### config.mk
export PLATFORM = sky130hd
export DESIGN_NAME = pwr_mode_regs
export DESIGN_NICKNAME = d
export VERILOG_FILES = /design/src/rtl/pwr_mode_pkg.sv /design/src/rtl/pwr_ctrl_reg.sv /design/src/rtl/pwr_stat_reg.sv /design/src/rtl/pwr_out_decode.sv /design/src/rtl/pwr_mode_regs.sv
export SDC_FILE = /design/constraint.sdc
export NUM_CORES = 1
export LEC_CHECK = 0
export BUFFER_PORTS_ARGS = -buffer_cell sky130_fd_sc_hd__clkbuf_2
export CORE_UTILIZATION = 37
export CTS_CLUSTER_SIZE = 10
export DETAILED_ROUTE_END_ITERATION = 12
export PLACE_DENSITY_LB_ADDON = 0.15
export RECOVER_POWER = 50
export SYNTH_ARGS = -nofsm -noshare
export SYNTH_HDL_FRONTEND = slang
export SYNTH_SLANG_ARGS = --single-unit
export TNS_END_PERCENT = 5
### constraint.sdc
create_clock -name clk -period 1.04 [get_ports clk]
set_input_delay 0.208 -clock clk [delete_from_list [all_inputs] [get_ports clk]]
set_output_delay 0.208 -clock clk [all_outputs]
set_load 0.03 [all_outputs]
### src/rtl/pwr_mode_pkg.sv
package pwr_mode_pkg;
  localparam int BYTE_W  = 8;
  localparam int CAUSE_N = 3;

  localparam int B_BMCLK = 7;
  localparam int B_BMPWR = 6;
  localparam int B_BOOST = 5;
  localparam int B_GFLAG = 4;
  localparam int B_CONV  = 3;
  localparam int B_LOCK  = 2;
  localparam int B_PDN   = 1;
  localparam int B_IDLE  = 0;

  localparam logic [BYTE_W-1:0] CTRL_RST = 8'h30;

  typedef enum logic [1:0] {
    SRC_WDT  = 2'd0,
    SRC_EXT  = 2'd1,
    SRC_PF   = 2'd2,
    SRC_NONE = 2'd3
  } rst_src_e;
endpackage

### src/rtl/pwr_ctrl_reg.sv
module pwr_ctrl_reg
  import pwr_mode_pkg::*;
#(
  parameter int DW = BYTE_W,
  parameter logic [DW-1:0] RST_VAL = CTRL_RST
) (
  input  logic          clk,
  input  logic          rst_n,
  input  logic          wr_en,
  input  logic [DW-1:0] wdata,
  input  logic          wake_irq,
  input  logic          rst_evt,
  output logic [DW-1:0] ctrl_q
);
  logic [DW-1:0] ctrl_d;
  logic          ctrl_en;
  logic          lock_q;

  assign lock_q = ctrl_q[B_LOCK];

  always_comb begin
    ctrl_d  = ctrl_q;
    ctrl_en = 1'b0;
    if (rst_evt) begin
      ctrl_d  = RST_VAL;
      ctrl_en = 1'b1;
    end else begin
      if (wr_en) begin
        ctrl_d  = wdata;
        ctrl_en = 1'b1;
        if (lock_q) begin
          ctrl_d[B_PDN]  = ctrl_q[B_PDN];
          ctrl_d[B_IDLE] = ctrl_q[B_IDLE];
        end
      end
      if (wake_irq) begin
        ctrl_d[B_PDN]  = 1'b0;
        ctrl_d[B_IDLE] = 1'b0;
        ctrl_en        = 1'b1;
      end
    end
  end

  always_ff @(posedge clk or negedge rst_n) begin
    if (!rst_n)       ctrl_q <= RST_VAL;
    else if (ctrl_en) ctrl_q <= ctrl_d;
  end

  p_lock_hold_r2: assert property (@(posedge clk) disable iff (!rst_n)
    (lock_q && wr_en && !wake_irq && !rst_evt) |=>
      (ctrl_q[B_PDN:B_IDLE] == $past(ctrl_q[B_PDN:B_IDLE])));

  p_wake_clear_r4: assert property (@(posedge clk) disable iff (!rst_n)
    (wake_irq && !rst_evt) |=> (ctrl_q[B_PDN:B_IDLE] == 2'b00));

  p_evt_restore_r7: assert property (@(posedge clk) disable iff (!rst_n)
    rst_evt |=> (ctrl_q == RST_VAL));
endmodule

### src/rtl/pwr_stat_reg.sv
module pwr_stat_reg
  import pwr_mode_pkg::*;
#(
  parameter int NC    = CAUSE_N,
  localparam int SW   = $clog2(NC + 1)
) (
  input  logic          clk,
  input  logic          rst_n,
  input  logic          wr_en,
  input  logic [NC-1:0] wdata,
  input  logic          rst_evt,
  input  logic [SW-1:0] rst_src,
  output logic [NC-1:0] cause_q
);
  logic [NC-1:0] hit;
  logic [NC-1:0] cause_d;
  logic          cause_en;

  for (genvar i = 0; i < NC; i++) begin : g_hit
    assign hit[i] = (rst_src == SW'(NC - 1 - i));
  end

  always_comb begin
    cause_d  = cause_q;
    cause_en = 1'b0;
    if (rst_evt) begin
      cause_d  = hit;
      cause_en = 1'b1;
    end else if (wr_en) begin
      cause_d  = cause_q & wdata;
      cause_en = 1'b1;
    end
  end

  always_ff @(posedge clk or negedge rst_n) begin
    if (!rst_n)        cause_q <= '0;
    else if (cause_en) cause_q <= cause_d;
  end

  p_single_cause_r8: assert property (@(posedge clk) disable iff (!rst_n)
    $countones(cause_q) <= 1);

  p_cause_sticky_r9: assert property (@(posedge clk) disable iff (!rst_n)
    (!rst_evt && !wr_en) |=> $stable(cause_q));

  p_no_set_by_write_r9: assert property (@(posedge clk) disable iff (!rst_n)
    (!rst_evt && wr_en) |=> ((cause_q & ~$past(cause_q)) == '0));
endmodule

### src/rtl/pwr_out_decode.sv
module pwr_out_decode
  import pwr_mode_pkg::*;
#(
  parameter int DW = BYTE_W
) (
  input  logic          clk,
  input  logic          rst_n,
  input  logic [DW-1:0] ctrl_q,
  input  logic          wake_irq,
  input  logic          conv_pwr_pin,
  input  logic          ext_supply,
  output logic          idle_req,
  output logic          pdown_req,
  output logic          bmon_clk_en,
  output logic          bmon_pwr_en,
  output logic          boost_en,
  output logic          conv_en,
  output logic          shutdown_req
);
  always_comb begin
    pdown_req    = ctrl_q[B_PDN] & ~wake_irq;
    idle_req     = ctrl_q[B_IDLE] & ~ctrl_q[B_PDN] & ~wake_irq;
    bmon_clk_en  = ctrl_q[B_BMCLK];
    bmon_pwr_en  = ctrl_q[B_BMPWR];
    boost_en     = ~ctrl_q[B_BOOST];
    conv_en      = ctrl_q[B_CONV] | conv_pwr_pin;
    shutdown_req = ~ctrl_q[B_CONV] & ~conv_pwr_pin & ~ext_supply;
  end

  p_pd_wins_r6: assert property (@(posedge clk) disable iff (!rst_n)
    !(idle_req && pdown_req));

  p_wake_mask_r5: assert property (@(posedge clk) disable iff (!rst_n)
    wake_irq |-> (!idle_req && !pdown_req));

  p_conv_hold_r12: assert property (@(posedge clk) disable iff (!rst_n)
    conv_pwr_pin |-> (conv_en && !shutdown_req));
endmodule

### src/rtl/pwr_mode_regs.sv
module pwr_mode_regs
  import pwr_mode_pkg::*;
(
  input  logic        clk,
  input  logic        rst_n,
  input  logic        bus_wr,
  input  logic        bus_sel_stat,
  input  logic [7:0]  bus_wdata,
  output logic [7:0]  bus_rdata,
  input  logic        wake_irq,
  input  logic        rst_evt,
  input  logic [1:0]  rst_src,
  input  logic        usb_5v_det,
  input  logic        conv_pwr_pin,
  input  logic        ext_supply,
  output logic        idle_req,
  output logic        pdown_req,
  output logic        bmon_clk_en,
  output logic        bmon_pwr_en,
  output logic        boost_en,
  output logic        conv_en,
  output logic        shutdown_req
);
  localparam int PAD_W = BYTE_W - 1 - CAUSE_N;

  logic [BYTE_W-1:0]  ctrl_q;
  logic [CAUSE_N-1:0] cause_q;
  logic [BYTE_W-1:0]  stat_byte;
  logic               wr_ctrl;
  logic               wr_stat;

  assign wr_ctrl = bus_wr & ~bus_sel_stat;
  assign wr_stat = bus_wr &  bus_sel_stat;

  pwr_ctrl_reg #(.DW(BYTE_W), .RST_VAL(CTRL_RST)) u_ctrl (
    .clk      (clk),
    .rst_n    (rst_n),
    .wr_en    (wr_ctrl),
    .wdata    (bus_wdata),
    .wake_irq (wake_irq),
    .rst_evt  (rst_evt),
    .ctrl_q   (ctrl_q)
  );

  pwr_stat_reg #(.NC(CAUSE_N)) u_stat (
    .clk     (clk),
    .rst_n   (rst_n),
    .wr_en   (wr_stat),
    .wdata   (bus_wdata[CAUSE_N-1:0]),
    .rst_evt (rst_evt),
    .rst_src (rst_src),
    .cause_q (cause_q)
  );

  pwr_out_decode #(.DW(BYTE_W)) u_dec (
    .clk          (clk),
    .rst_n        (rst_n),
    .ctrl_q       (ctrl_q),
    .wake_irq     (wake_irq),
    .conv_pwr_pin (conv_pwr_pin),
    .ext_supply   (ext_supply),
    .idle_req     (idle_req),
    .pdown_req    (pdown_req),
    .bmon_clk_en  (bmon_clk_en),
    .bmon_pwr_en  (bmon_pwr_en),
    .boost_en     (boost_en),
    .conv_en      (conv_en),
    .shutdown_req (shutdown_req)
  );

  assign stat_byte = {usb_5v_det, {PAD_W{1'b0}}, cause_q};
  assign bus_rdata = bus_sel_stat ? stat_byte : ctrl_q;

  p_usb_live_r10: assert property (@(posedge clk) disable iff (!rst_n)
    bus_sel_stat |-> (bus_rdata[BYTE_W-1] == usb_5v_det));

  p_pad_zero_r9: assert property (@(posedge clk) disable iff (!rst_n)
    bus_sel_stat |-> (bus_rdata[BYTE_W-2:CAUSE_N] == '0));
endmodule

; ---- After elaboration in Yosys (flattened, before gate mapping)
; Index checks and enable logic that the tools add are counted.
[totals]
regBits = 11
latch_bits = 0
mem_bits_rw = 0
rom_bits = 0
in_bits = 19
out_inout_bits = 15
word_cells = 41
mem_count = 0
[op_classes]
n_addsub = 0
n_mul = 0
div_mod_pow = 0
order_cmp = 0
n_eq_ne = 3
n_shift = 0
muxes = 12
n_bitwise = 16
n_reduce_logical = 7
[op_table]
columns = op, count
row1 = $mux 8, 3
row2 = $and 1x1->1, 7
row3 = $not 1->1, 7
row4 = $mux 3, 2
row5 = $mux 1, 5
row6 = $mux 2, 2
row7 = $reduce_and 2->1, 2
row8 = $reduce_bool 2->1, 2
row9 = $and 3x3->3, 1
row10 = $ne 3x3->1 const B, 1
row11 = $reduce_and 3->1, 1
row12 = $reduce_bool 3->1, 1
row13 = $eq 2x1->1 const B, 1
row14 = $eq 2x2->1 const B, 1
row15 = $logic_not 2->1, 1
row16 = $or 1x1->1, 1

; ---- Longest topological paths before layout
[logic_depth]
depth_word = 6
depth_mapped = 4
depth_no_buf = 3

; ---- Cells and area by module
; From an unflattened synthesis, not the netlist that was laid out.
[unflattened]
hier_cells = 60
hier_area_um2 = 663.1
[modules_own_cells]
columns = module, instances, cells_per_inst, area_each_um2, seq_area_each_um2
row1 = pwr_ctrl_reg, 1, 27, 346.6, 202.7
row2 = pwr_stat_reg, 1, 15, 145.1, 75.1
row3 = pwr_mode_regs, 1, 11, 122.6, 0.0
row4 = pwr_out_decode, 1, 7, 48.8, 0.0

; ---- Least setup slack after synthesis
; OpenSTA, ideal clock, no wires.
[synth_timing]
kind = register to output
startpoint = register u_ctrl.ctrl_q[3]
endpoint = output shutdown_req
arrival_time_ps = 1184
required_ps = 832
setup_slack_ps = -352
path_stages_with_launch = 3
n_path_buf = 0
cell_sequence = dfrtp_1 or2_2 nor2_1
[synth_via]
elab_chain_len = 3
[synth_rtl]
columns = item, line_no
row1 = "start, declared", pwr_ctrl_reg.sv:13  ; output logic [DW-1:0] ctrl_q
row2 = "start signal, assigned", pwr_ctrl_reg.sv:46  ; else if (ctrl_en) ctrl_q <= ctrl_d;
row3 = $not 1->1, pwr_out_decode.sv:27  ; shutdown_req = ~ctrl_q[B_CONV] & ~conv_pwr_pin & ~ext_supply;
row4 = $and 1x1->1 (2 in a row), pwr_out_decode.sv:27
row5 = "end, declared", pwr_mode_regs.sv:22  ; output logic shutdown_req
; Every way passes these cells.

; ---- Worst setup path after layout
[layout_timing]
startpoint = register u_ctrl.ctrl_q[1]
endpoint = output bus_rdata[1]
[layout_via]
elab_chain_len = 1
[layout_rtl]
columns = item, line_no
row1 = $mux 8, pwr_mode_regs.sv:72  ; assign bus_rdata = bus_sel_stat ? stat_byte : ctrl_q;
row2 = "end, declared", pwr_mode_regs.sv:9  ; output logic [7:0] bus_rdata,
; Every way passes these cells.

==> results.toml <==
[outcome]
status = "complete, but fails checks"
violations = "negative setup slack"

[synthesis]
syn-num-nets = 81
synthTopCellsByArea = "dfrtp_1 (39%), dfstp_2 (9.1%), mux2_2 (7.8%)"
yosysTopAreaCell = "dfrtp_1"
synth.distinct_cells = 20
syn_inst = 62
synth_edf_count = 0
synth.avg_cell_area_sq_um = 9.32
synth_most_common_cell = "nand2_1"
syn_area_sq_um = 578
synth_seq_area_share = 0.481
synth_flop_cell = "dfrtp_1"
ys_top_cells_by_count = "nand2_1 (12), dfrtp_1 (9), o21ai_0 (6)"
synthArstFlopShare = 1.00
yosys_warnings = 0
ys_ff_latch = 11
netlist.area_leader.share = 0.390

[critical_path]
crit_buf_inv = 1
cp_cell_sequence = "mux2_4 > buf_8"
cp_max_fo = 4
crit_type = "register to output pin"
cp.arrival_ns = 1.12
worstSetupStartpointType = "register"
path_delay_family = "flip-flops"
crit_slowest_cell = "dfrtp_1"
cp_data_required_time_ns = 0.83
end_kind = "output pin"
slowest_delay_ns = 0.42

[global_routing]
track_usage = 0.173
antenna_found_initial = 0
grt_pass1_wl_mm = 2.32
overflow = 0
grt_max_degree = 15
grt_pass1_vias = 565

[floorplan]
rows = 13
io_pins = 34
floorplan.initialDensity = 0.418
die_w_um = 41.5
fp.dieArea_sq_um = 1720
die_h_um = 41.5
core_sq_um = 1380

[timing]
finalHoldViolCount = 0
layout_setup_ws_ns = -0.291
maxSlewViolCount = 0
timing.fmax_mhz = 751
slew_headroom = 0.599
finalCriticalPeriod_ns = 1.33
finalClockSkew_ns = 0.00553
rsz0062_at_grt = "true"
setup_violations = 16
finalCritPeriodShare = 1.28
worst_slew_pin_slew_ns = 0.601

[power_and_ir_drop]
pwr_density_cell_nw_per_um2 = 1090
ir_drop_mv = 0.748
p_leak_nw = 0.476

[finish]
finalInstanceArea_sq_um = 977
nets = 124
n_antenna_cell = 0
final_cells = 119
nFillCells = 112
area_delta_synth_final_pct = 69.0
layout-drive-gt1-share = 0.538
utilization = 0.707

[cts]
clock_path_buffers = 2
tritoncts = "yes"
h-tree-depth = 1
clock-sinks = 11
clk_pin_slew_ns = 0.07
numCtsBuffers = 3
clock_latency_ns = 0.26
cts_root_buf = "clkbuf_4"

[placement]
dp.cells = 113
gp_congestion = 0.814
dp_hpwl_um = 993
placed_cell_area_sq_um = 798
io_buffers = 33

[routing]
ant_nets = 0
vias_per_cell = 5.08
post_drt_wl_per_cell_um = 11.7
vias = 604
firstDrtPassIters = 3
routed_wl_mm = 1.39
drt_iter0_drc = 7
drc = 0

[hold_path]
hold_class = "primary input to register"

[job]
drv_cap = 0
power breakdown:
| part | internal, mW | total, mW | switching [mW] | leakage [nW] |
|---|---|---|---|---|
| Combinational | 0.151 | 0.312 | 0.161 | 0.318 |
| Sequential | 0.453 | 0.465 | 0.0123 | 0.142 |
| Clock | 0.148 | 0.286 | 0.138 | 0.0150 |
| Total | 0.752 | 1.06 | 0.311 | 0.476 |
routing by layer:
| layer | wire length, um | share of wire | GRT usage | vias to the layer above |
|---|---|---|---|---|
| met5 | 0 | 0 | 0 | - |
| met4 | 25 | 0.018 | 0.103 | 0 |
| met3 | 68 | 0.049 | 0.0478 | 4 |
| met2 | 681 | 0.49 | 0.256 | 21 |
| met1 | 618 | 0.44 | 0.222 | 282 |
| li1 | - | - | - | 297 |
layout make-up:
class / instances / area, sq um / area share
Clock buffer: 4 / 26.3 / 0.0269
Inverter: 1 / 3.75 / 0.00384
Multi-Input combinational cell: 47 / 318 / 0.325
Sequential cell: 11 / 278 / 0.284
Tap cell: 15 / 18.8 / 0.0192
Timing Repair Buffer: 41 / 333 / 0.341
path summary, 6_finish.rpt:
path	startpoint	endpoint	slack [ns]	cells past startpoint
min in group asynchronous	rst_n	u_stat.cause_q[0]$_DFFE_PN0P_	0.46	2
max in group asynchronous	rst_n	u_ctrl.ctrl_q[3]$_DFFE_PN0P_	0.19	2
min	bus_wdata[4]	u_ctrl.ctrl_q[4]$_DFFE_PN1P_	0.16	3
max	u_ctrl.ctrl_q[1]$_DFFE_PN0P_	bus_rdata[1]	-0.29	2
max reg2reg	u_ctrl.ctrl_q[2]$_DFFE_PN0P_	u_ctrl.ctrl_q[1]$_DFFE_PN0P_	-0.03	3
min reg2reg	u_ctrl.ctrl_q[4]$_DFFE_PN1P_	u_ctrl.ctrl_q[4]$_DFFE_PN1P_	0.50	2
what timing repair did:
action                     4_1_cts  5_1_grt
pin swaps                        2        1
cloned                           0        0
hold buffers                     1        0
resized for setup               25       22
setup endpoints to repair       17       17
hold endpoints to repair         9        0
buffers inserted                 1        0
worst reg2reg max path, delay by kind of cell, from the launching register on:
kind	cells	cell delay, ns
flip-flops	1	0.42
AND/OR/NAND/NOR	2	0.30
multiplexers	1	0.24
layout by cell type, fill, tap and decap left out, drive strengths merged:
cell and count:
o21ai 6, nand2b 1, nand2 12, clkbuf 24, nor2 4, nor2b 5
nand3b 3, mux2 4, dlygate4sd3 1, dfstp 2, buf 20, mux2i 2
dfrtp 9, a211o 1, inv 1, nor3b 2, nor3 2, a21oi 4
or2 1
logic make-up (layout without fill, tap and decap cells):
group                  count (synthesis)  count (layout)  synth area share
DFF                                   11              11             0.481
buffers and inverters                  4              46            0.0346
muxes                                  6               6             0.113
and+or+nand+nor                       30              30             0.271
AOI/OAI and AO/OA                     11              11             0.102
metrics by stage:
| stage | power [mW] | hold WS, ns | setup WS [ns] | setup TNS [ns] |
|---|---|---|---|---|
| 2_1_floorplan | 0.613 | -0.0876 | -0.252 | -0.823 |
| 5_1_grt | 1.12 | 0.155 | -0.331 | -3.52 |
| 3_3_place_gp | 0.710 | 0.0993 | -0.113 | -0.703 |
| 6_report | 1.06 | 0.157 | -0.291 | -2.87 |
| 3_5_place_dp | 0.714 | 0.0993 | -0.127 | -1.07 |
| 4_1_cts | 1.04 | 0.150 | -0.302 | -3.20 |
state kept, by name, summed over array words and instances (netlist names):
signal,flops
u_stat.cause_q,3
u_ctrl.ctrl_q,8
(Power assumes the default switching activity.)
